[src/rtl/pre_pkg.sv]
package pre_pkg;
  localparam int NUM_KINDS = 3;
  localparam int LANE_W    = 4;
  localparam int FLAG_W    = NUM_KINDS * LANE_W;

  typedef enum logic [1:0] {
    KIND_LVL0 = 2'd0,
    KIND_LVL1 = 2'd1,
    KIND_CFG  = 2'd2
  } req_kind_e;

  localparam logic [3:0] A_LVL0   = 4'h0;
  localparam logic [3:0] A_LVL1   = 4'h1;
  localparam logic [3:0] A_CMD    = 4'h2;
  localparam logic [3:0] A_WDATA  = 4'h3;
  localparam logic [3:0] A_RDATA  = 4'h4;
  localparam logic [3:0] A_STATUS = 4'h5;

  localparam int CMD_GO_BIT   = 31;
  localparam int CMD_WR_BIT   = 30;
  localparam int CMD_FUNC_LSB = 20;
  localparam int CMD_DEV_LSB  = 0;
endpackage

[src/rtl/pre_req_ctrl.sv]
module pre_req_ctrl #(
  parameter int DATA_W = 32,
  parameter int FUNC_W = 6,
  parameter int DEV_W  = 12
) (
  input  logic              clk,
  input  logic              rst,
  input  logic              start,
  input  pre_pkg::req_kind_e start_kind,
  input  logic              start_write,
  input  logic [FUNC_W-1:0] start_func,
  input  logic [DEV_W-1:0]  start_dev,
  input  logic [DATA_W-1:0] start_wdata,
  output logic              dn_valid,
  input  logic              dn_ready,
  output pre_pkg::req_kind_e dn_kind,
  output logic              dn_write,
  output logic [FUNC_W-1:0] dn_func,
  output logic [DEV_W-1:0]  dn_dev,
  output logic [DATA_W-1:0] dn_wdata,
  input  logic              rsp_valid,
  input  logic              rsp_err,
  output logic              busy,
  output logic              done_v,
  output logic              done_err,
  output logic              rej_v
);
  import pre_pkg::*;

  logic accept;
  assign accept   = start && !busy;
  assign rej_v    = start && busy;
  assign done_v   = rsp_valid && busy && !dn_valid;
  assign done_err = rsp_err;

  always_ff @(posedge clk) begin
    if (rst) begin
      busy     <= 1'b0;
      dn_valid <= 1'b0;
      dn_kind  <= KIND_LVL0;
      dn_write <= 1'b0;
      dn_func  <= '0;
      dn_dev   <= '0;
      dn_wdata <= '0;
    end else begin
      if (accept) begin
        busy     <= 1'b1;
        dn_valid <= 1'b1;
        dn_kind  <= start_kind;
        dn_write <= start_write;
        dn_func  <= start_func;
        dn_dev   <= start_dev;
        dn_wdata <= start_wdata;
      end else begin
        if (dn_valid && dn_ready) dn_valid <= 1'b0;
        if (done_v) busy <= 1'b0;
      end
    end
  end

  AST_HOLD_REQ: assert property (@(posedge clk) disable iff (rst)
    dn_valid && !dn_ready |=> dn_valid && $stable(dn_kind) && $stable(dn_write)
      && $stable(dn_func) && $stable(dn_dev) && $stable(dn_wdata));
  AST_VALID_BUSY: assert property (@(posedge clk) disable iff (rst)
    dn_valid |-> busy);
  AST_STRAY_RSP: assert property (@(posedge clk) disable iff (rst)
    rsp_valid && !busy && !start |=> !busy && !dn_valid);
endmodule

[src/rtl/pre_status.sv]
module pre_status (
  input  logic                      clk,
  input  logic                      rst,
  input  logic                      done_v,
  input  logic                      done_err,
  input  pre_pkg::req_kind_e        done_kind,
  input  logic                      rej_v,
  input  pre_pkg::req_kind_e        rej_kind,
  input  logic                      clr,
  output logic [pre_pkg::FLAG_W-1:0] flags,
  output logic                      irq
);
  import pre_pkg::*;

  logic [FLAG_W-1:0] set_vec;
  logic [FLAG_W-1:0] flags_n;

  for (genvar t = 0; t < NUM_KINDS; t++) begin : g_lane
    logic hit_done, hit_rej;
    assign hit_done = done_v && (done_kind == req_kind_e'(t));
    assign hit_rej  = rej_v && (rej_kind == req_kind_e'(t));
    assign set_vec[t*LANE_W]     = hit_done && !done_err;
    assign set_vec[t*LANE_W + 1] = (hit_done && done_err) || hit_rej;
    assign set_vec[t*LANE_W + LANE_W - 1 : t*LANE_W + 2] = '0;
  end

  assign flags_n = (clr ? '0 : flags) | set_vec;

  always_ff @(posedge clk) begin
    if (rst) begin
      flags <= '0;
      irq   <= 1'b0;
    end else begin
      flags <= flags_n;
      irq   <= |flags_n;
    end
  end

  AST_CLEAR_EMPTY: assert property (@(posedge clk) disable iff (rst)
    clr && !done_v && !rej_v |=> flags == '0 && !irq);
  AST_FLAGS_STICKY: assert property (@(posedge clk) disable iff (rst)
    !clr |=> (flags & $past(flags)) == $past(flags));
  AST_SPARE_ZERO: assert property (@(posedge clk) disable iff (rst)
    (flags & 12'hCCC) == '0);
  AST_IRQ_FOLLOWS: assert property (@(posedge clk) disable iff (rst)
    (set_vec != '0) |=> irq);
endmodule

[src/rtl/pwr_req_engine.sv]
module pwr_req_engine #(
  parameter int ADDR_W = 4,
  parameter int DATA_W = 32,
  parameter int LVL_W  = 3,
  parameter int FUNC_W = 6,
  parameter int DEV_W  = 12,
  parameter int N_CLUS = 2
) (
  input  logic              clk,
  input  logic              rst,
  input  logic              bus_wr,
  input  logic              bus_rd,
  input  logic [ADDR_W-1:0] bus_addr,
  input  logic [DATA_W-1:0] bus_wdata,
  output logic [DATA_W-1:0] bus_rdata,
  output logic              irq,
  output logic              dn_valid,
  input  logic              dn_ready,
  output logic [1:0]        dn_kind,
  output logic              dn_write,
  output logic [FUNC_W-1:0] dn_func,
  output logic [DEV_W-1:0]  dn_dev,
  output logic [DATA_W-1:0] dn_wdata,
  input  logic              rsp_valid,
  input  logic              rsp_err,
  input  logic [DATA_W-1:0] rsp_rdata
);
  import pre_pkg::*;

  logic [DATA_W-1:0] wdata_q;
  logic [DATA_W-1:0] rdata_q;
  logic [LVL_W-1:0]  lvl_q [N_CLUS];
  logic [FLAG_W-1:0] flags;

  // request launch decode
  logic              st_v;
  req_kind_e         st_kind;
  logic              st_write;
  logic [FUNC_W-1:0] st_func;
  logic [DEV_W-1:0]  st_dev;
  logic [DATA_W-1:0] st_wdata;

  always_comb begin
    st_v     = 1'b0;
    st_kind  = KIND_LVL0;
    st_write = 1'b1;
    st_func  = '0;
    st_dev   = '0;
    st_wdata = DATA_W'(bus_wdata[LVL_W-1:0]);
    if (bus_wr) begin
      unique case (bus_addr)
        A_LVL0: st_v = 1'b1;
        A_LVL1: begin
          st_v    = 1'b1;
          st_kind = KIND_LVL1;
        end
        A_CMD: begin
          st_v     = bus_wdata[CMD_GO_BIT];
          st_kind  = KIND_CFG;
          st_write = bus_wdata[CMD_WR_BIT];
          st_func  = bus_wdata[CMD_FUNC_LSB +: FUNC_W];
          st_dev   = bus_wdata[CMD_DEV_LSB +: DEV_W];
          st_wdata = wdata_q;
        end
        default: st_v = 1'b0;
      endcase
    end
  end

  req_kind_e dn_kind_e;
  logic      busy, done_v, done_err, rej_v;

  pre_req_ctrl #(.DATA_W(DATA_W), .FUNC_W(FUNC_W), .DEV_W(DEV_W)) u_ctrl (
    .clk(clk), .rst(rst),
    .start(st_v), .start_kind(st_kind), .start_write(st_write),
    .start_func(st_func), .start_dev(st_dev), .start_wdata(st_wdata),
    .dn_valid(dn_valid), .dn_ready(dn_ready), .dn_kind(dn_kind_e),
    .dn_write(dn_write), .dn_func(dn_func), .dn_dev(dn_dev), .dn_wdata(dn_wdata),
    .rsp_valid(rsp_valid), .rsp_err(rsp_err),
    .busy(busy), .done_v(done_v), .done_err(done_err), .rej_v(rej_v)
  );
  assign dn_kind = dn_kind_e;

  logic st_clr;
  assign st_clr = bus_rd && (bus_addr == A_STATUS);

  pre_status u_stat (
    .clk(clk), .rst(rst),
    .done_v(done_v), .done_err(done_err), .done_kind(dn_kind_e),
    .rej_v(rej_v), .rej_kind(st_kind),
    .clr(st_clr), .flags(flags), .irq(irq)
  );

  // per-cluster current level
  for (genvar c = 0; c < N_CLUS; c++) begin : g_lvl
    always_ff @(posedge clk) begin
      if (rst) lvl_q[c] <= '0;
      else if (done_v && !done_err && dn_kind_e == req_kind_e'(c))
        lvl_q[c] <= dn_wdata[LVL_W-1:0];
    end
  end

  always_ff @(posedge clk) begin
    if (rst) begin
      wdata_q <= '0;
      rdata_q <= '0;
    end else begin
      if (bus_wr && bus_addr == A_WDATA) wdata_q <= bus_wdata;
      if (done_v && !done_err && dn_kind_e == KIND_CFG && !dn_write)
        rdata_q <= rsp_rdata;
    end
  end

  always_ff @(posedge clk) begin
    if (rst) bus_rdata <= '0;
    else if (bus_rd) begin
      unique case (bus_addr)
        A_LVL0:   bus_rdata <= DATA_W'(lvl_q[0]);
        A_LVL1:   bus_rdata <= DATA_W'(lvl_q[1]);
        A_WDATA:  bus_rdata <= wdata_q;
        A_RDATA:  bus_rdata <= rdata_q;
        A_STATUS: bus_rdata <= DATA_W'(flags);
        default:  bus_rdata <= '0;
      endcase
    end
  end

  AST_LVL_ONLY_ON_DONE: assert property (@(posedge clk) disable iff (rst)
    !done_v |=> lvl_q[0] == $past(lvl_q[0]) && lvl_q[1] == $past(lvl_q[1]));
  AST_RDATA_ONLY_ON_DONE: assert property (@(posedge clk) disable iff (rst)
    !done_v |=> $stable(rdata_q));
endmodule

[config.mk]
export PLATFORM = sky130hd
export DESIGN_NAME = pwr_req_engine
export DESIGN_NICKNAME = d
export VERILOG_FILES = /design/src/rtl/pre_pkg.sv /design/src/rtl/pre_req_ctrl.sv /design/src/rtl/pre_status.sv /design/src/rtl/pwr_req_engine.sv
export SDC_FILE = /design/constraint.sdc
export NUM_CORES = 1
export LEC_CHECK = 0
export BUFFER_PORTS_ARGS = -buffer_cell sky130_fd_sc_hd__buf_4
export CAP_MARGIN = 0
export CELL_PAD_IN_SITES_DETAIL_PLACEMENT = 1
export CELL_PAD_IN_SITES_GLOBAL_PLACEMENT = 1
export CORE_MARGIN = 5
export CORE_UTILIZATION = 40
export DETAILED_ROUTE_END_ITERATION = 16
export PLACE_DENSITY_LB_ADDON = 0.1
export RECOVER_POWER = 100
export SETUP_SLACK_MARGIN = 0.4
export SYNTH_ARGS = -nofsm -noshare
export SYNTH_HDL_FRONTEND = slang
export SYNTH_SLANG_ARGS = --single-unit
[constraint.sdc]
create_clock -name clk -period 1.8 [get_ports clk]
set_input_delay 0 -clock clk [delete_from_list [all_inputs] [get_ports clk]]
set_output_delay 0 -clock clk [all_outputs]
set_load 0.005 [all_outputs]
==> metrics.log, run 1 <==
[metrics] hold violation count in the final report: 3
[metrics] share of final-layout standard cells stronger than drive strength 1: 0.2528
[metrics] number of placed instances with taps included: 1087
[metrics] total clock buffers created by CTS: 17
[metrics] critical path launch point type: register
[metrics] core area: 16520 um^2
[metrics] fill cell instance count of the final layout: 1894
[metrics] Setup Crit Path Kind: register to register
[metrics] Reg2Reg Setup Slack: 0.25 ns
[metrics] area share of and/or/nand/nor cells after synthesis: 0.2187
[metrics] number of warning messages in the yosys log: 0
[metrics] Register Area: 3467 um^2
[metrics] Avg Synthesized Cell Area: 8.910 um^2
[metrics] # IOs: 162
[metrics] initial antenna violation count: 0
[metrics] initial standard-cell utilization of the core: 0.4055
[metrics] maximum level of the CTS H-tree: 4
[metrics] Max Freq: 643.7 MHz
[metrics] synthesized netlist net count: 827
[metrics] most frequent standard cell in the layout excluding fill and tap cells: sky130_fd_sc_hd__dfxtp_1
[metrics] clock tree from TritonCTS: yes
[metrics] sum of negative setup slack: 0 ns
[metrics] FF-to-FF End: lvl_q[0][0]$_SDFFCE_PN0P_
[metrics] Final GP Congestion: 0.8442
[metrics] number of distinct library cells after synthesis: 41
[metrics] Worst-Margin Slew: 0.7752 ns
[metrics] sequential fraction of the synthesis area: 0.5169
[metrics] hold slack final: -0.006959 ns
[metrics] post-DR vias/cell: 5.335
[metrics] Syn Std Cell Area: 6700 um^2
[metrics] cell type with the largest total area after synthesis: sky130_fd_sc_hd__dfxtp_1
[metrics] maximum clock insertion buffer count: 2
[metrics] critical register-to-register path startpoint: u_ctrl.dn_valid$_SDFFE_PP0P_
[metrics] First DRT Iteration DRCs: 435
[metrics] post-synthesis share of cell area spent on xor and xnor gates: 0
[metrics] area fraction in compound gates after synthesis: 0.1903
[metrics] failing checks: negative hold slack
[metrics] Die ar.: 19440 um^2
[metrics] number of cells in the finished layout apart from fillers: 1201
[metrics] share of the cycle needed by the critical path after routing: 0.8630
[metrics] net count reported at finish: 1043
[metrics] Sw Share: 0.2271
[metrics] proportion of synthesized area in mux cells: 0.01008
[metrics] clock tree sinks: 170
[metrics] Hold WC Path Type: primary input to register
[metrics] area of the multi-input gates: 2947 um^2
[metrics] clk_lat worst skew: 0.43 ns
[metrics] max cap viols: 0
[metrics] # port buffers: 161
[metrics] worst clock skew: 0.007117 ns
[metrics] library cell used as clock root buffer: sky130_fd_sc_hd__clkbuf_16
[metrics] RSZ-0062 raised after global routing: true
[metrics] headroom to the max-slew limit: 0.4832
[metrics] Worst Path Required: 2.09 ns
[metrics] top cells by area in the synthesized netlist: sky130_fd_sc_hd__dfxtp_1, sky130_fd_sc_hd__nand2_1, sky130_fd_sc_hd__a21oi_1
[metrics] die outline height: 139.4 um
[metrics] die span in x: 139.4 um
[metrics] Setup crit end kind: register
[metrics] Hold Path Stages: 2
[metrics] final wirelength: 24250 um
[metrics] combinational share of power: 0.069
[metrics] net switching power figure: 1885 uW
[metrics] combinational family with the most area after synthesis: simple AND/OR/NAND/NOR gates
[metrics] outcome: complete, but fails checks
[metrics] Overall Global Routing Usage: 0.2396
[metrics] top library cells by usage in the layout, fill and taps aside: sky130_fd_sc_hd__dfxtp_1, sky130_fd_sc_hd__nand2_1, sky130_fd_sc_hd__a21oi_1
[metrics] total via count after detailed routing: 6407
[metrics] Peak VDD IR: 0.6140 mV
[metrics] hold path endpoint: rdata_q[1]$_SDFFE_PP0P_
[metrics] number of buffers added to fix hold violations after cts: 69
[metrics] number of diodes added for antenna fixing: 0
[metrics] depth of the worst register-to-register path: 6
[metrics] post-synthesis to final-layout area growth: 42.26%
[metrics] largest net degree at the start of global routing: 59
[metrics] Final Slew Violations: 0
[metrics] clock network fraction of design power: 0.470
[metrics] Routed Antenna Nets: 0
[metrics] Row Count: 47
[metrics] wire length of the first global-routing pass: 37100 um
[metrics] fraction of post-synthesis cell area in the top cell type by area: 0.4900
[metrics] mean routed wirelength per cell: 20.19 um
[metrics] critical hold path startpoint: rst
[metrics] Detail Placement HPWL: 14960 um
[metrics] power density over the cells: 870.4 nW/um^2
[metrics] overall overflow remaining after global route: 0
[metrics] Final setup viols: 0
[metrics] Yosys reg bits: 170
[metrics] First-pass DRT Iterations: 5
[metrics] internal power contribution: 6412 uW
[metrics] clock input transition at the sequential cells of the worst setup and hold paths: 0.07 ns
[metrics] adder and majority gate portion of the synthesized area: 0
[metrics] final critical delay including setup and external delays: 1.553 ns
[metrics] leakage dissipation: 0.003627 uW
[metrics] maximum fanout encountered on the critical timing path: 4
[metrics] Reg power frac: 0.461
[metrics] Post-Syn Instances: 752
[metrics] number of remaining DRC errors: 0
[metrics] vias in the first global route: 6883
[metrics] total chip power: 8297 uW
[metrics] data arrival time of the critical path: 1.85 ns
==> worst max path at each step <==
stage / start / to / slack (ns) / cells past startpoint
5_1_grt: bus_addr[3] / wdata_q[12]$_SDFFE_PP0P_ / 0.18 / 6
3_5_place_dp: u_ctrl.busy$_SDFFE_PP0P_ / rdata_q[0]$_SDFFE_PP0P_ / 0.18 / 5
6_report: u_ctrl.dn_valid$_SDFFE_PP0P_ / lvl_q[0][0]$_SDFFCE_PN0P_ / 0.25 / 6
2_1_floorplan: u_ctrl.busy$_SDFFE_PP0P_ / rdata_q[0]$_SDFFE_PP0P_ / 0.41 / 5
3_3_place_gp: u_ctrl.busy$_SDFFE_PP0P_ / rdata_q[22]$_SDFFE_PP0P_ / 0.30 / 5
4_1_cts: u_ctrl.dn_valid$_SDFFE_PP0P_ / rdata_q[4]$_SDFFE_PP0P_ / 0.33 / 5
==> logic make-up (layout without fill, tap and decap cells) <==
logic type	count (synthesis)	in the layout
flip-flops	170	170
buffers and inverters	69	298
AO/OA/AOI/OAI	195	195
AND/OR/NAND/NOR	315	315
multiplexers	3	3
==> stage by stage <==
step	hold WS [ns]	setup slack [ns]	util	instance area (um^2)
finish	-0.006959	0.2466	0.5768	9532
global route	-0.01379	0.1801	0.5768	9532
CTS	-0.02610	0.3287	0.5744	9492
detailed placement	0.2602	0.1821	0.4841	8000
global placement	0.2481	0.2968	0.4841	8000
floorplan	0.1360	0.4133	-	6700
==> worst max-delay path, cell delays in order (launching register included) <==
cell and delay, ns:
sky130_fd_sc_hd__dfxtp_1 0.34, sky130_fd_sc_hd__and4bb_4 0.33, sky130_fd_sc_hd__clkbuf_4 0.14, sky130_fd_sc_hd__clkbuf_1 0.19, sky130_fd_sc_hd__nand2_4 0.09, sky130_fd_sc_hd__nor2_1 0.15, sky130_fd_sc_hd__and2_0 0.16
==> registers in the layout, indices dropped and copies added (netlist names) <==
name             cells
u_ctrl.dn_kind       2
rdata_q             32
u_ctrl.dn_write      1
u_stat.irq           1
bus_rdata           32
u_ctrl.dn_func       6
u_ctrl.dn_wdata     32
u_ctrl.busy          1
u_ctrl.dn_valid      1
u_ctrl.dn_dev       12
wdata_q             32
lvl_q                6
u_stat.flags        12
==> layout make-up <==
cell class,instances,share of cell area
clock buffers,17,0.04463
clock inverters,15,0.02061
inverters,3,0.001181
multi-input cells,513,0.3091
flip-flops and latches,170,0.3637
well taps,220,0.02888
repair buffers,263,0.2318
==> repair_timing <==
item,CTS,global route
hold endpoints to repair,94,1
resized for setup,25,47
gates cloned,2,1
pin swaps,9,21
buffers inserted,6,4
setup endpoints to repair,95,98
==> metal layers <==
metal	global-route usage	up-vias	share of wire
met1	0.2892	3179	0.42
met5	0	-	0
met4	0.08187	0	0.018
met2	0.4252	179	0.51
li1	-	3020	-
met3	0.04803	29	0.049
==> power groups by stage <==
stage | Sequential (uW) | Combinational (uW) | Clock [uW]
after global routing | 3820 | 607 | 4100
after global placement | 3910 | 423 | 0
after detailed placement | 3910 | 429 | 0
final | 3830 | 573 | 3900
after floorplan | 3900 | 195 | 0
after CTS | 3820 | 556 | 3950
==> cells in the mapped netlist <==
cell type and number:
sky130_fd_sc_hd__nand3_1 9, sky130_fd_sc_hd__a2111oi_4 1, sky130_fd_sc_hd__nor4b_1 1, sky130_fd_sc_hd__nand2b_4 2, sky130_fd_sc_hd__nor2_1 80, sky130_fd_sc_hd__and4_1 2, sky130_fd_sc_hd__nor4bb_1 1, sky130_fd_sc_hd__nor2b_1 24
sky130_fd_sc_hd__nand4b_1 2, sky130_fd_sc_hd__nor3b_1 1, sky130_fd_sc_hd__nand3b_1 2, sky130_fd_sc_hd__nand2b_1 23, sky130_fd_sc_hd__and4bb_4 1, sky130_fd_sc_hd__buf_6 17, sky130_fd_sc_hd__dfxtp_1 164, sky130_fd_sc_hd__and4bb_2 1
sky130_fd_sc_hd__and4b_1 1, sky130_fd_sc_hd__o21ai_0 1, sky130_fd_sc_hd__a2111o_1 1, sky130_fd_sc_hd__buf_4 7, sky130_fd_sc_hd__mux4_2 3, sky130_fd_sc_hd__a21oi_1 108, sky130_fd_sc_hd__a221oi_1 1, sky130_fd_sc_hd__a311oi_1 3
sky130_fd_sc_hd__a21oi_2 1, sky130_fd_sc_hd__a22oi_1 43, sky130_fd_sc_hd__buf_2 12, sky130_fd_sc_hd__a22o_1 23, sky130_fd_sc_hd__edfxtp_1 6, sky130_fd_sc_hd__nor4_1 2, sky130_fd_sc_hd__nor4b_2 2, sky130_fd_sc_hd__and2_1 13
sky130_fd_sc_hd__inv_1 3, sky130_fd_sc_hd__a41oi_1 1, sky130_fd_sc_hd__a222oi_1 9, sky130_fd_sc_hd__nand2_1 145, sky130_fd_sc_hd__a32oi_1 1, sky130_fd_sc_hd__nor3_1 3, sky130_fd_sc_hd__clkbuf_1 29, sky130_fd_sc_hd__a211oi_1 2
sky130_fd_sc_hd__clkbuf_2 1
Power figures use the tool's default switching activity.
==> run 2, diff against run 1 <==
CORE_UTILIZATION = 42   (was 40)
RECOVER_POWER = 25   (was 100)
SLEW_MARGIN = 20   (was not set)
SYNTH_HIERARCHICAL = 1   (was not set)
==> run 2 against run 1 <==
Effect of this change:
- the run now ends clean
- via count rose by 12%
- count of clock-buffer cells in the layout rose by 2
- hold slack better by 0.049 ns
- maximum frequency shrank 3.5%
- critical path type unchanged
- total power increased by 3.4%
- utilization increased by 0.75 points
- non-clock buffer count increased by 3
- highest routed layer is now met5
- setup slack got worse by 0.057 ns
- global-route usage is 0.40 points lower
- routed wire length up 12%
- clock power rose by 3%
==> metrics.log, run 2 <==
[metrics] largest net degree at the start of global routing: 67 (+14%)
[metrics] synthesized netlist net count: 898 (+8.6%)
[metrics] wire length of the first global-routing pass: 41180 um (+11%)
[metrics] Peak VDD IR: 0.6034 mV (-1.7%)
[metrics] sum of negative setup slack: 0 ns (unchanged)
[metrics] post-DR vias/cell: 5.487 (+2.8%)
[metrics] Register Area: 3468 um^2 (about the same)
[metrics] most common library cells after synthesis: sky130_fd_sc_hd__dfxtp_1, sky130_fd_sc_hd__nand2_1, sky130_fd_sc_hd__and2_1
[metrics] clock tree from TritonCTS: yes
[metrics] Row Count: 50 (+6.4%)
[metrics] Syn Std Cell Area: 8097 um^2 (+21%)
[metrics] share of final-layout standard cells stronger than drive strength 1: 0.2901 (+0.03730)
[metrics] final critical delay including setup and external delays: 1.610 ns (+0.05673 ns)
[metrics] Routed Antenna Nets: 0 (unchanged)
[metrics] die span in x: 148.8 um (+6.8%)
[metrics] Detail Placement HPWL: 17810 um (+19%)
[metrics] most frequent standard cell in the layout excluding fill and tap cells: sky130_fd_sc_hd__dfxtp_1
[metrics] clk_lat worst skew: 0.43 ns (about the same)
[metrics] area of the multi-input gates: 4269 um^2 (+45%)
[metrics] maximum clock insertion buffer count: 2 (unchanged)
[metrics] Hold Path Stages: 3 (+1)
[metrics] share of the cycle needed by the critical path after routing: 0.8945 (+0.03152)
[metrics] Setup crit end kind: register
[metrics] most common cell in the netlist: sky130_fd_sc_hd__dfxtp_1
[metrics] fraction of post-synthesis cell area in the top cell type by area: 0.4055 (-0.08451)
[metrics] top library cells by usage in the layout, fill and taps aside: sky130_fd_sc_hd__dfxtp_1, sky130_fd_sc_hd__buf_4, sky130_fd_sc_hd__nand2_1
[metrics] core area: 18830 um^2 (+14%)
[metrics] Primary FF master, synth: sky130_fd_sc_hd__dfxtp_1
[metrics] First DRT Iteration DRCs: 413 (-5.1%)
[metrics] Worst Path Required: 2.11 ns (+0.02 ns)
[metrics] net count reported at finish: 1103 (+5.8%)
[metrics] initial antenna violation count: 2 (+2)
[metrics] number of remaining DRC errors: 0 (unchanged)
[metrics] Async S/R FF share, synth: 0 (unchanged)
[metrics] Final setup viols: 0 (unchanged)
[metrics] Die ar.: 22150 um^2 (+14%)
[metrics] cell type with the largest total area after synthesis: sky130_fd_sc_hd__dfxtp_1
[metrics] Hold WC Path Type: primary input to register
[metrics] initial standard-cell utilization of the core: 0.4300 (+0.02450)
[metrics] number of warning messages in the yosys log: 6 (+6)
[metrics] critical path launch point type: register
[metrics] vias in the first global route: 7461 (+8.4%)
[metrics] final wirelength: 27220 um (+12%)
[metrics] # IOs: 162 (unchanged)
[metrics] Setup Crit Path Kind: register to register
[metrics] leakage dissipation: 0.004186 uW (+15%)
[metrics] clock input transition at the sequential cells of the worst setup and hold paths: 0.07 ns (about the same)
[metrics] # port buffers: 161 (unchanged)
[metrics] power density over the cells: 779.6 nW/um^2 (-10%)
[metrics] post-synthesis to final-layout area growth: 35.90%
[metrics] sequential fraction of the synthesis area: 0.4278 (-0.08915)
[metrics] clock tree sinks: 170 (unchanged)
[metrics] area after detailed placement: 9534 um^2 (+19%)
[metrics] headroom to the max-slew limit: 0.2465 (-0.2366)
[metrics] Yosys reg bits: 170 (unchanged)
[metrics] fill cell instance count of the final layout: 2052 (+8.3%)
[metrics] Worst-Margin Slew: 1.130 ns (+0.3550 ns)
[metrics] Post-Syn Instances: 823 (+9.4%)
[metrics] Overall Global Routing Usage: 0.2356 (-0.004044)
[metrics] Max Freq: 621.0 MHz (-3.5%)
[metrics] overall overflow remaining after global route: 0 (unchanged)
[metrics] maximum level of the CTS H-tree: 4 (unchanged)
[metrics] outcome: finished, final reports clean
[metrics] Final Slew Violations: 0 (unchanged)
[metrics] top cells by area in the synthesized netlist: sky130_fd_sc_hd__dfxtp_1, sky130_fd_sc_hd__nand4bb_1, sky130_fd_sc_hd__a22o_1
[metrics] number of distinct library cells after synthesis: 56 (+37%)
[metrics] library cell used as clock root buffer: sky130_fd_sc_hd__clkbuf_16
[metrics] Final GP Congestion: 0.8180 (-3.1%)
[metrics] depth of the worst register-to-register path: 5 (-1)
[metrics] number of enable-type register cells in the synthesized netlist: 6 (unchanged)
[metrics] hold violation count in the final report: 0 (-3)
[metrics] total clock buffers created by CTS: 17 (unchanged)
[metrics] total via count after detailed routing: 7149 (+12%)
[metrics] mean routed wirelength per cell: 20.89 um (+3.4%)
[metrics] worst clock skew: 0.01173 ns (+0.004609 ns)
[metrics] total chip power: 8578 uW (+3.4%)
[metrics] maximum fanout encountered on the critical timing path: 32 (+28)
[metrics] data arrival time of the critical path: 1.92 ns (+0.07 ns)
[metrics] First-pass DRT Iterations: 4 (-1)
[metrics] die outline height: 148.8 um (+6.8%)
[metrics] max cap viols: 0 (unchanged)
[metrics] post-route standard cell area excluding fillers: 11000 um^2 (+15%)
[metrics] RSZ-0062 raised after global routing: true
[metrics] Avg Synthesized Cell Area: 9.838 um^2 (+10%)
-- run 2: worst paths after layout --
path / startpoint / to / slack, ns
worst max-delay path: u_ctrl/dn_valid$_SDFFE_PP0P_ / rdata_q[10]$_SDFFE_PP0P_ / 0.19
worst min-delay path: bus_addr[3] / bus_rdata[1]$_SDFFE_PP0P_ / 0.04
worst max register to register: u_ctrl/dn_valid$_SDFFE_PP0P_ / rdata_q[10]$_SDFFE_PP0P_ / 0.19
worst min register to register: u_ctrl/dn_wdata[6]$_SDFFE_PP0P_ / u_ctrl/dn_wdata[6]$_SDFFE_PP0P_ / 0.47
-- run 2: layout make-up --
class / instances / share of cell area
Tap cell: 260 / 0.02957
Antenna cell: 2 / 0.0004549
Multi-Input combinational cell: 564 / 0.3880
Clock buffer: 19 / 0.04128
Clock inverter: 13 / 0.01728
Timing Repair Buffer: 266 / 0.2051
Sequential cell: 170 / 0.3152
Inverter: 9 / 0.003070
-- run 2: worst max-delay path, stage by stage (launching register included) --
cell and delay [ns]:
sky130_fd_sc_hd__dfxtp_2 0.32, sky130_fd_sc_hd__and3b_4 0.38, sky130_fd_sc_hd__nand4bb_1 0.20, sky130_fd_sc_hd__buf_12 0.22, sky130_fd_sc_hd__o21ai_0 0.27, sky130_fd_sc_hd__a21oi_2 0.09
-- run 2: timing repair --
item / 4_1_cts / 5_1_grt
hold buffers: 67 / 1
resized for setup: 7 / 16
endpoints found under the setup margin: 44 / 46
setup buffers: 3 / 3
pin swaps: 1 / 3
cloned: 0 / 3
endpoints found under the hold margin: 82 / 1
-- run 2: report_power, final --
part           total [uW]  switching (uW)  internal, uW
sequential           3830            24.4          3810
combinational         717             338           379
clock                4030            1610          2420
total                8580            1970          6610
-- run 2: cells by family (layout without fill, tap and decap cells) --
kind of cell | count (synthesis) | in the layout | synth area share
simple gates | 322 | 322 | 0.2898
mux | 43 | 43 | 0.05393
other cells | 0 | 2 | 0
compound gates | 199 | 199 | 0.1688
buf+inv | 89 | 307 | 0.05980
flops | 170 | 170 | 0.4278
-- run 2: routing by layer --
metal	track usage	vias up	part of all wire
li1	-	3337	-
met1	0.3097	3579	0.45
met2	0.3944	194	0.48
met3	0.04923	37	0.045
met4	0.06407	2	0.018
met5	0	-	0.00026
-- run 2: through the flow --
stage / worst slack [ns] / hold WS (ns) / instances / utilization
3_3_place_gp: 0.2248 / 0.2665 / 1192 / 0.5063
6_report: 0.1898 / 0.04197 / 1303 / 0.5843
5_1_grt: 0.1172 / 0.02618 / 1302 / 0.5842
4_1_cts: 0.2579 / -0.1746 / 1294 / 0.5790
3_5_place_dp: 0.1561 / 0.2689 / 1192 / 0.5063
2_1_floorplan: 0.3270 / 0.1421 / 823 / -
==> run 3, diff against run 2 <==
--- a/config.mk
+++ b/config.mk
@@ -9,10 +9,7 @@
 export CAP_MARGIN = 0
-export CELL_PAD_IN_SITES_DETAIL_PLACEMENT = 1
-export CELL_PAD_IN_SITES_GLOBAL_PLACEMENT = 1
 export CORE_MARGIN = 5
-export CORE_UTILIZATION = 42
+export CORE_UTILIZATION = 45
 export DETAILED_ROUTE_END_ITERATION = 16
-export PLACE_DENSITY_LB_ADDON = 0.1
+export PLACE_DENSITY = 0.67
 export RECOVER_POWER = 25
-export SETUP_SLACK_MARGIN = 0.4
 export SLEW_MARGIN = 20
--- a/constraint.sdc
+++ b/constraint.sdc
@@ -3,2 +3,2 @@
 set_output_delay 0 -clock clk [all_outputs]
-set_load 0.005 [all_outputs]
+set_load 0.01 [all_outputs]
==> run 3 against run 2 <==
Effect of this change:
- via count fell by 4.6%
- register-to-register slack worse by 0.09 ns
- first-iteration DRC count is 40% higher
- total power decreased by 5.5%
- routed wire length is 14% lower
- sequential power hardly changed
- final cell count fell by 3.5%
- design area is 5.3% lower
- count of clock-buffer cells in the layout increased by 4
- sequential cell count is the same
- sequential share of layout area grew 1.7 points
- largest cell class unchanged
- highest routed layer is now met4
==> metrics.log, run 3 (same netlist as run 2, synthesis figures left out) <==
[metrics] library cell used as clock root buffer: sky130_fd_sc_hd__clkbuf_16
[metrics] FF-to-FF End: lvl_q[0][2]$_SDFFCE_PN0P_
[metrics] initial antenna violation count: 0 (-2)
[metrics] clock tree sinks: 170 (unchanged)
[metrics] Hold WC Path Type: primary input to register
[metrics] endpoint of the most critical setup path: lvl_q[0][2]$_SDFFCE_PN0P_
[metrics] vias in the first global route: 6541 (-12%)
[metrics] Final GP Congestion: 0.8394 (+2.6%)
[metrics] First-pass DRT Iterations: 5 (+1)
[metrics] number of diodes added for antenna fixing: 0 (-2)
[metrics] post-synthesis to final-layout area growth: 28.74%
[metrics] Setup crit end kind: register
[metrics] mean routed wirelength per cell: 18.52 um (-11%)
[metrics] combinational share of power: 0.085 (about the same)
[metrics] post-DR vias/cell: 5.427 (-1.1%)
[metrics] overall overflow remaining after global route: 0 (unchanged)
[metrics] critical register-to-register path startpoint: u_ctrl/dn_valid$_SDFFE_PP0P_
[metrics] Reg2Reg Setup Slack: 0.1 ns (-0.09 ns)
[metrics] power density over the cells: 777.9 nW/um^2 (-0.22%)
[metrics] total chip power: 8108 uW (-5.5%)
[metrics] fill cell instance count of the final layout: 1627 (-21%)
[metrics] startpoint of the worst setup timing path: u_ctrl/dn_valid$_SDFFE_PP0P_
[metrics] Overall Global Routing Usage: 0.2216 (-0.01394)
[metrics] maximum fanout encountered on the critical timing path: 6 (-81%)
[metrics] largest net degree at the start of global routing: 67 (unchanged)
[metrics] clock input transition at the sequential cells of the worst setup and hold paths: 0.06 ns (about the same)
[metrics] # port buffers: 161 (unchanged)
[metrics] internal power contribution: 6270 uW (-5.1%)
[metrics] data arrival time of the critical path: 1.77 ns (-0.15 ns)
[metrics] initial standard-cell utilization of the core: 0.4538 (+0.02385)
[metrics] setup fix buffers added after clock tree synthesis: 0 (-3)
[metrics] Detail Placement HPWL: 15450 um (-13%)
[metrics] share of the cycle needed by the critical path after routing: 0.9461 (+0.05151)
[metrics] Reg power frac: 0.472 (+0.026)
[metrics] Resize count post-CTS: 0 (-7)
[metrics] clk_lat worst skew: 0.43 ns (about the same)
[metrics] headroom to the max-slew limit: 0.4395 (+0.1930)
[metrics] # IOs: 162 (unchanged)
[metrics] maximum clock insertion buffer count: 2 (unchanged)
[metrics] RSZ-0062 raised after global routing: true
[metrics] Worst-Margin Slew: 0.8407 ns (-0.2895 ns)
[metrics] leakage dissipation: 0.003844 uW (-8.2%)
[metrics] critical path launch point type: register
[metrics] Sw Share: 0.2267 (-0.003272)
[metrics] First DRT Iteration DRCs: 580 (+40%)
[metrics] Final setup viols: 0 (unchanged)
[metrics] number of placed instances with taps included: 1158 (-2.9%)
[metrics] max cap viols: 0 (unchanged)
[metrics] final core occ: 0.5843 (about the same)
[metrics] hold violation count in the final report: 0 (unchanged)
[metrics] final critical delay including setup and external delays: 1.703 ns (+0.09272 ns)
[metrics] clock tree from TritonCTS: yes
[metrics] Worst Path Required: 1.87 ns (-0.24 ns)
[metrics] die outline height: 144.1 um (-3.2%)
[metrics] total via count after detailed routing: 6822 (-4.6%)
[metrics] outcome: finished, final reports clean
[metrics] depth of the worst register-to-register path: 3 (-2)
[metrics] share of final-layout standard cells stronger than drive strength 1: 0.2072 (-0.08291)
[metrics] top library cells by usage in the layout, fill and taps aside: sky130_fd_sc_hd__dfxtp_1, sky130_fd_sc_hd__buf_4, sky130_fd_sc_hd__nand2_1
[metrics] Max Freq: 587.2 MHz (-5.4%)
[metrics] Row Count: 49 (-2.0%)
[metrics] Final Slew Violations: 0 (unchanged)
[metrics] Hold Path Stages: 3 (unchanged)
[metrics] Peak VDD IR: 0.7488 mV (+24%)
[metrics] Routed Antenna Nets: 0 (unchanged)
[metrics] Setup Crit Path Kind: register to register
[metrics] maximum level of the CTS H-tree: 4 (unchanged)
[metrics] worst clock skew: 0.008369 ns (-0.003357 ns)
[metrics] core area: 17840 um^2 (-5.3%)
[metrics] number of cells in the finished layout apart from fillers: 1257 (-3.5%)
[metrics] Die ar.: 20770 um^2 (-6.2%)
[metrics] number of remaining DRC errors: 0 (unchanged)
[metrics] net count reported at finish: 1091 (-1.1%)
[metrics] die span in x: 144.1 um (-3.2%)
[metrics] final wirelength: 23280 um (-14%)
[metrics] clock network fraction of design power: 0.443 (-0.027)
[metrics] total clock buffers created by CTS: 17 (unchanged)
[metrics] net switching power figure: 1838 uW (-6.8%)
[metrics] most frequent standard cell in the layout excluding fill and tap cells: sky130_fd_sc_hd__dfxtp_1
[metrics] wire length of the first global-routing pass: 35820 um (-13%)
==> run 3: cell count changes in the layout (fill, tap and decap cells not counted), sizes merged <==
cell	before	now
inv	11	9
clkbuf	64	86
clkinvlp	3	2
diode	2	0
buf	153	123
bufinv	4	2
==> run 3: worst min-delay path by stage <==
| stage | start | to |
|---|---|---|
| 6_report | bus_addr[3] | bus_rdata[1]$_SDFFE_PP0P_ |
| 5_1_grt | bus_addr[3] | bus_rdata[1]$_SDFFE_PP0P_ |
| 4_1_cts | bus_addr[3] | bus_rdata[1]$_SDFFE_PP0P_ |
| 3_5_place_dp | bus_wdata[17] | wdata_q[17]$_SDFFE_PP0P_ |
| 3_3_place_gp | bus_wdata[12] | wdata_q[12]$_SDFFE_PP0P_ |
| 2_1_floorplan | bus_wdata[10] | wdata_q[10]$_SDFFE_PP0P_ |
==> run 3: final cells by class <==
class                      count  area (um^2)  share of cell area
tap                          229        286.5             0.02749
inverter                       9        33.78            0.003241
multi-input combinational    564         4187              0.4016
clock buffer                  23        467.9             0.04489
timing repair buffer         254         1891              0.1814
sequential                   170         3463              0.3323
clock inverter                 8        95.09            0.009123
==> run 3: routing by layer <==
metal | global-route usage | routed length (um) | up-vias
li1 | - | - | 3326
met1 | 0.3089 | 10820 | 3258
met2 | 0.3469 | 10600 | 209
met3 | 0.04894 | 1378 | 29
met4 | 0.06431 | 483 | 0
met5 | 0 | 0 | -
==> run 3: critical path, cell delays in order, from the launching register on <==
cell and delay (ns):
sky130_fd_sc_hd__dfxtp_1 0.32, sky130_fd_sc_hd__and3b_1 0.40, sky130_fd_sc_hd__nand2b_1 0.16, sky130_fd_sc_hd__o31ai_1 0.47
==> run 3: timing repair <==
action                                  CTS  global route
hold buffers                             68             0
endpoints found under the setup margin    0             6
endpoints found under the hold margin    90             0
==> run 3: power by group through the flow <==
stage / combinational, uW / clock [uW] / sequential, uW
floorplan: 334 / 0 / 3910
global placement: 571 / 0 / 3910
detailed placement: 571 / 0 / 3910
CTS: 691 / 3650 / 3830
global route: 737 / 3810 / 3830
finish: 688 / 3590 / 3830
==> run 3: per-stage QoR <==
| stage | worst slack (ns) | hold WS [ns] | setup TNS, ns | cell area, um^2 |
|---|---|---|---|---|
| 2_1_floorplan | 0.1908 | 0.1421 | 0 | 8097 |
| 3_3_place_gp | 0.1288 | 0.2584 | 0 | 9417 |
| 3_5_place_dp | 0.1290 | 0.2708 | 0 | 9417 |
| 4_1_cts | 0.09275 | 0.0004157 | 0 | 10660 |
| 5_1_grt | -0.001682 | 0.02977 | -0.009014 | 10420 |
| 6_report | 0.09710 | 0.02018 | 0 | 10420 |
